===== config.mk =====
export PLATFORM = sky130hd
export DESIGN_NAME = setcc_unit
export DESIGN_NICKNAME = d
export VERILOG_FILES = /design/src/rtl/setcc_pkg.sv /design/src/rtl/setcc_mode_decode.sv /design/src/rtl/setcc_cond_eval.sv /design/src/rtl/setcc_addr_gen.sv /design/src/rtl/setcc_unit.sv
export SDC_FILE = /design/constraint.sdc
export NUM_CORES = 1
export LEC_CHECK = 0
export ABC_AREA = 1
export BUFFER_PORTS_ARGS = -buffer_cell sky130_fd_sc_hd__buf_4
export CAP_MARGIN = 10
export CORE_MARGIN = 5
export CORE_UTILIZATION = 56
export CTS_CLUSTER_DIAMETER = 50
export DETAILED_ROUTE_END_ITERATION = 16
export PLACE_DENSITY = 0.85
export SLEW_MARGIN = 10
export SYNTH_ARGS = -nofsm -noshare
export SYNTH_HDL_FRONTEND = slang
export SYNTH_SLANG_ARGS = --single-unit

===== constraint.sdc =====
create_clock -name clk -period 4.3 [get_ports clk]
set_clock_uncertainty 0.05 [all_clocks]
set_input_delay 0 -clock clk [delete_from_list [all_inputs] [get_ports clk]]
set_output_delay 0 -clock clk [all_outputs]
set_load 0.03 [all_outputs]

===== src/rtl/setcc_pkg.sv =====
package setcc_pkg;

  localparam int MODE_W = 5;
  localparam int WORD_W = 16;
  localparam int NUM_COND = 14;
  localparam logic [MODE_W-1:0] MODE_IMM = 5'd31;
  localparam logic [MODE_W-1:0] MODE_ABS = 5'd30;

  typedef enum logic [2:0] {
    OPK_IMM,
    OPK_REG,
    OPK_MEM_REG,
    OPK_MEM_DISP,
    OPK_MEM_ABS,
    OPK_BAD
  } opk_e;

  typedef enum logic [1:0] {
    ST_HEAD,
    ST_SEL,
    ST_EXT,
    ST_PUT
  } seq_e;

  typedef struct packed {
    logic c;
    logic z;
    logic s;
    logic o;
  } flags_t;

endpackage


===== src/rtl/setcc_mode_decode.sv =====
module setcc_mode_decode
  import setcc_pkg::*;
#(
  parameter int NREG = 8,
  localparam int RSEL_W = (NREG > 1) ? $clog2(NREG) : 1
) (
  input  logic [MODE_W-1:0] mode,
  output opk_e              kind,
  output logic [RSEL_W-1:0] rsel,
  output logic              needs_ext
);

  localparam logic [MODE_W-1:0] IND_BASE  = MODE_W'(NREG);
  localparam logic [MODE_W-1:0] DISP_BASE = MODE_W'(2 * NREG);
  localparam logic [MODE_W-1:0] TOP_END   = MODE_W'(3 * NREG);

  logic [MODE_W-1:0] off;

  always_comb begin
    kind      = OPK_BAD;
    needs_ext = 1'b0;
    off       = '0;
    if (mode == MODE_IMM) begin
      kind      = OPK_IMM;
      needs_ext = 1'b1;
    end else if (mode == MODE_ABS) begin
      kind      = OPK_MEM_ABS;
      needs_ext = 1'b1;
    end else if (mode < IND_BASE) begin
      kind = OPK_REG;
      off  = mode;
    end else if (mode < DISP_BASE) begin
      kind = OPK_MEM_REG;
      off  = mode - IND_BASE;
    end else if (mode < TOP_END) begin
      kind      = OPK_MEM_DISP;
      needs_ext = 1'b1;
      off       = mode - DISP_BASE;
    end
    rsel = off[RSEL_W-1:0];
  end

endmodule


===== src/rtl/setcc_cond_eval.sv =====
module setcc_cond_eval
  import setcc_pkg::*;
(
  input  flags_t            flags,
  input  logic [WORD_W-1:0] selector,
  output logic              hit,
  output logic              sel_ok
);

  logic [15:0] truth;
  logic        s_eq_o;

  always_comb begin
    s_eq_o    = (flags.s == flags.o);
    truth     = '0;
    truth[0]  = !flags.c && !flags.z;
    truth[1]  = !flags.c;
    truth[2]  = flags.c || flags.z;
    truth[3]  = flags.c;
    truth[4]  = flags.z;
    truth[5]  = !flags.z;
    truth[6]  = s_eq_o && !flags.z;
    truth[7]  = s_eq_o;
    truth[8]  = !s_eq_o || flags.z;
    truth[9]  = !s_eq_o;
    truth[10] = flags.o;
    truth[11] = !flags.o;
    truth[12] = flags.s;
    truth[13] = !flags.s;
    sel_ok    = (selector < WORD_W'(NUM_COND));
    hit       = sel_ok && truth[selector[3:0]];
  end

endmodule


===== src/rtl/setcc_addr_gen.sv =====
module setcc_addr_gen
  import setcc_pkg::*;
(
  input  opk_e              kind,
  input  logic [WORD_W-1:0] base,
  input  logic [WORD_W-1:0] ext,
  output logic [WORD_W-1:0] addr
);

  always_comb begin
    unique case (kind)
      OPK_MEM_ABS:  addr = ext;
      OPK_MEM_REG:  addr = base;
      OPK_MEM_DISP: addr = base + ext;
      default:      addr = '0;
    endcase
  end

endmodule


===== src/rtl/setcc_unit.sv =====
module setcc_unit
  import setcc_pkg::*;
#(
  parameter int OPCODE = 50,
  parameter int NREG = 8,
  localparam int RSEL_W = (NREG > 1) ? $clog2(NREG) : 1
) (
  input  logic              clk,
  input  logic              rst_n,
  input  logic              in_valid,
  output logic              in_ready,
  input  logic [15:0]       in_word,
  input  logic              flag_c,
  input  logic              flag_z,
  input  logic              flag_s,
  input  logic              flag_o,
  output logic [RSEL_W-1:0] rf_rd_sel,
  input  logic [15:0]       rf_rd_data,
  output logic              reg_wr_valid,
  input  logic              reg_wr_ready,
  output logic [RSEL_W-1:0] reg_wr_sel,
  output logic [15:0]       reg_wr_data,
  output logic              mem_wr_valid,
  input  logic              mem_wr_ready,
  output logic [15:0]       mem_wr_addr,
  output logic [15:0]       mem_wr_data,
  output logic              done_o,
  output logic              illegal_o
);

  localparam logic [5:0] OPC = 6'(OPCODE);

  seq_e              state_q;
  opk_e              src_kind, dst_kind, dst_kind_q;
  logic [RSEL_W-1:0] src_rsel, dst_rsel, dst_rsel_q;
  logic              src_ext, dst_ext, dst_ext_q;
  logic              hit, sel_ok, hit_q, bad_sel_q;
  logic [15:0]       ext_q;
  logic              done_q, illegal_q;
  logic              take, head_bad, to_reg, wr_fire;
  flags_t            flags;

  assign flags = '{c: flag_c, z: flag_z, s: flag_s, o: flag_o};

  setcc_mode_decode #(.NREG(NREG)) i_src_dec (
    .mode(in_word[15:11]), .kind(src_kind), .rsel(src_rsel), .needs_ext(src_ext)
  );

  setcc_mode_decode #(.NREG(NREG)) i_dst_dec (
    .mode(in_word[10:6]), .kind(dst_kind), .rsel(dst_rsel), .needs_ext(dst_ext)
  );

  setcc_cond_eval i_cond (
    .flags(flags), .selector(in_word), .hit(hit), .sel_ok(sel_ok)
  );

  setcc_addr_gen i_addr (
    .kind(dst_kind_q), .base(rf_rd_data), .ext(ext_q), .addr(mem_wr_addr)
  );

  assign in_ready = (state_q != ST_PUT);
  assign take     = in_valid && in_ready;
  assign head_bad = (in_word[5:0] != OPC) || (src_kind != OPK_IMM) ||
                    (dst_kind == OPK_IMM) || (dst_kind == OPK_BAD) ||
                    (src_rsel != '0 && src_ext == 1'b0);
  assign to_reg   = (dst_kind_q == OPK_REG);

  assign reg_wr_valid = (state_q == ST_PUT) && to_reg;
  assign mem_wr_valid = (state_q == ST_PUT) && !to_reg;
  assign reg_wr_sel   = dst_rsel_q;
  assign rf_rd_sel    = dst_rsel_q;
  assign reg_wr_data  = {15'd0, hit_q};
  assign mem_wr_data  = {15'd0, hit_q};
  assign wr_fire      = (reg_wr_valid && reg_wr_ready) || (mem_wr_valid && mem_wr_ready);
  assign done_o       = done_q;
  assign illegal_o    = illegal_q;

  always_ff @(posedge clk or negedge rst_n) begin
    if (!rst_n) begin
      state_q    <= ST_HEAD;
      dst_kind_q <= OPK_BAD;
      dst_rsel_q <= '0;
      dst_ext_q  <= 1'b0;
      hit_q      <= 1'b0;
      bad_sel_q  <= 1'b0;
      ext_q      <= '0;
      done_q     <= 1'b0;
      illegal_q  <= 1'b0;
    end else begin
      done_q    <= 1'b0;
      illegal_q <= 1'b0;
      unique case (state_q)
        ST_HEAD: if (take) begin
          dst_kind_q <= dst_kind;
          dst_rsel_q <= dst_rsel;
          dst_ext_q  <= dst_ext;
          if (head_bad) illegal_q <= 1'b1;
          else          state_q   <= ST_SEL;
        end
        ST_SEL: if (take) begin
          hit_q     <= hit;
          bad_sel_q <= !sel_ok;
          if (dst_ext_q) begin
            state_q <= ST_EXT;
          end else if (!sel_ok) begin
            illegal_q <= 1'b1;
            state_q   <= ST_HEAD;
          end else begin
            state_q <= ST_PUT;
          end
        end
        ST_EXT: if (take) begin
          ext_q <= in_word;
          if (bad_sel_q) begin
            illegal_q <= 1'b1;
            state_q   <= ST_HEAD;
          end else begin
            state_q <= ST_PUT;
          end
        end
        ST_PUT: if (wr_fire) begin
          done_q  <= 1'b1;
          state_q <= ST_HEAD;
        end
        default: state_q <= ST_HEAD;
      endcase
    end
  end

endmodule


==> flow_summary.toml <==
[place]
portBuffers = 69
gp_congestion = 0.978
place_inst = 596
placed_area_um2 = 3480
dpl.hpwl_um = 6400

[setup_path]
path_max_fanout = 16
ff2ff_setup_slack_ps = 2220
worstSetupPathType = "flip-flop to output port"
crit_chain = "inv_2, nor3_2, a22o_1, o21bai_1, buf_4"
crit_arrival_ps = 2290
slowest_delay_ps = 820
r2r_end = "ext_q[12]$_DFFE_PN0P_"
cp.required_ps = 4250
crit_buf_inv = 2
reg2reg_depth = 6
cpLargestDelayFamily = "simple AND/OR/NAND/NOR gates"
slowest_stage = "nor3_2"
reg2reg_from = "state_q[0]$_DFFE_PN0P_"
start_kind = "flip-flop"
worstSetupEndpointType = "output port"

[logic_synthesis]
yosysSeqAreaShare_pct = 23.8
async_flop_share_pct = 100
ys_top_cells_by_area = "dfrtp_1, nand2_1, ha_1"
synthCells = 467
synth_top_cell_by_area = "dfrtp_1"
synthDominantCellAreaShare_pct = 22.0
post-synth-top-count-cell = "nand2_1"
synthTopCellsByCount = "nand2_1, inv_1, nand3_1, buf_4, nor2_1"
synth-seq-cells = 29
ys.flop_type = "dfrtp_1"
netlist_area_um2 = 3060
yosys.cell_types.count = 34
synth-edff-count = 0
ys_warn_count = 0
syn_avg_cell_area_um2 = 6.56

[drt]
met3WireLength_um = 617
wl_per_cell_um = 12.9
m1WireLength_um = 3160
wl_um = 7930
postRouteAntennaNets = 0
drt_iter0_markers = 161
top_layer_used = "met4"
drt-vias-per-instance = 5.15
wl_met2_um = 3960
drc = 0
vias = 3170
drt_pass1_iterations = 5

[power]
leakagePower_nw = 2.06
p_per_area_nw_per_um2 = 644
finalPower_mw = 2.39
ir_drop_mv = 0.364

[floorplanning]
die_height_um = 84.0
start_util_pct = 56.7
rows = 27
die_w_um = 84.0
placeableCoreArea_um2 = 5410
ios = 100
die_area_um2 = 7050

[timing]
whs_ps = 6.52
hold_viol = 0
min_period_ps = 2340
maxSlewViolCount = 0
worstMarginPinSlew_ps = 1090
slew-limit-headroom_pct = 26.6
finalSetupTns_ps = 0
fin_crit_sh_pct = 54.5
rsz0062_at_grt = "no"
fmax_ghz = 0.427
finalSetupViolCount = 0

[clock_tree]
postCtsSetupBuffers = 0
path_clk_slew_ps = 60
cts_tree = "yes"
cts-htree-levels = 2
cts_resized = 0
postCtsHoldBufs = 12
cts_root_buf = "clkbuf_8"
cts_buffer_depth = 2
cts_sinks = 29
clock_latency_ps = 290
numCtsBuffers = 5

[global_routing]
grt_pass1_wl_um = 13200
grt_max_degree = 30
track_usage_pct = 22.5
grt.overflow.total = 0
grt_pass1_vias = 3033
antenna_found_initial = 0

[cells_and_area]
diodes = 0
area_delta_synth_final_pct = 20.9
drive_gt1_share_pct = 17.6
design_area_um2 = 3710
final_cells = 616
nets = 612

[min_path]
holdPathEnd = "ext_q[10]$_DFFE_PN0P_"
hold-path-cell-count = 3
min-delay-start = "in_word[10]"
hold_path.class = "input port to flip-flop"

[run_status]
status = "finished clean"

[flow_run]
maxCapViolCount = 0
## layer usage
metal / vias to the layer above / GRT usage (%)
met1: 1418 / 26.4
li1: 1609 / -
met4: 0 / 8.33
met2: 123 / 40.6
met3: 20 / 4.05
met5: - / 0
## cell usage in the layout (no fill, tap or decap), types with 23 or more instances in the layout
cell,count
nand2_1,134
buf_4,69
inv_1,50
nand3_1,42
nor2_1,34
conb_1,30
ha_1,27
dfrtp_1,27
a21oi_1,24
o21ai_0,23
## cell type report
class / count / area, um2
multi-input combinational: 367 / 1930
clock inverter: 1 / 5.00
sequential: 29 / 728
tap: 72 / 90.1
inverter: 59 / 221
fill: 484 / 1700
clock buffer: 7 / 96.3
timing repair buffer: 81 / 638
## worst max-delay path by stage
stage / start / slack [ps] / cells after the start / endpoint
floorplan: ext_q[0]$_DFFE_PN0P_ / 2380 / 6 / mem_wr_addr[2]
global placement: state_q[0]$_DFFE_PN0P_ / 2300 / 6 / ext_q[13]$_DFFE_PN0P_
detailed placement: state_q[0]$_DFFE_PN0P_ / 2240 / 6 / ext_q[12]$_DFFE_PN0P_
CTS: dst_kind_q[2]$_DFFE_PN1P_ / 1980 / 5 / mem_wr_addr[12]
global route: ext_q[0]$_DFFE_PN0P_ / 1770 / 14 / mem_wr_addr[14]
finish: dst_kind_q[2]$_DFFE_PN1P_ / 1960 / 5 / mem_wr_addr[12]
## worst min-delay path, cell delays in order
cell and delay (ps):
buf_4 120, inv_2 60, o21ai_1 120
## kinds of logic (layout without fill, tap and decap cells)
group | Yosys count | in the layout | synth area share [%]
AO/OA/AOI/OAI | 67 | 67 | 12.7
XOR/XNOR | 1 | 1 | 0.286
adder cells (fa/ha/maj) | 28 | 28 | 11.7
buffers and inverters | 100 | 148 | 16.9
flip-flops | 29 | 29 | 23.8
multiplexers | 3 | 3 | 1.10
other | 1 | 30 | 0.122
AND/OR/NAND/NOR | 238 | 238 | 33.5
## sequential cells by signal, summed over array words and instances (netlist names), 2 cells and up
name and cells:
reg_wr_sel 3, ext_q 16, state_q 2, dst_kind_q 3
## where the power goes
part           internal, mW  switching (mW)
combinational         0.576            1.03
sequential            0.402           0.120
clock                 0.144           0.108
## through the flow
stage | setup WS, ps | util (%)
detailed placement | 2240 | 64.5
CTS | 1980 | 68.6
global placement | 2300 | 64.5
global route | 1770 | 68.6
finish | 1960 | 68.6
floorplan | 2380 | -
No activity file was read; power rests on OpenSTA's default activity.
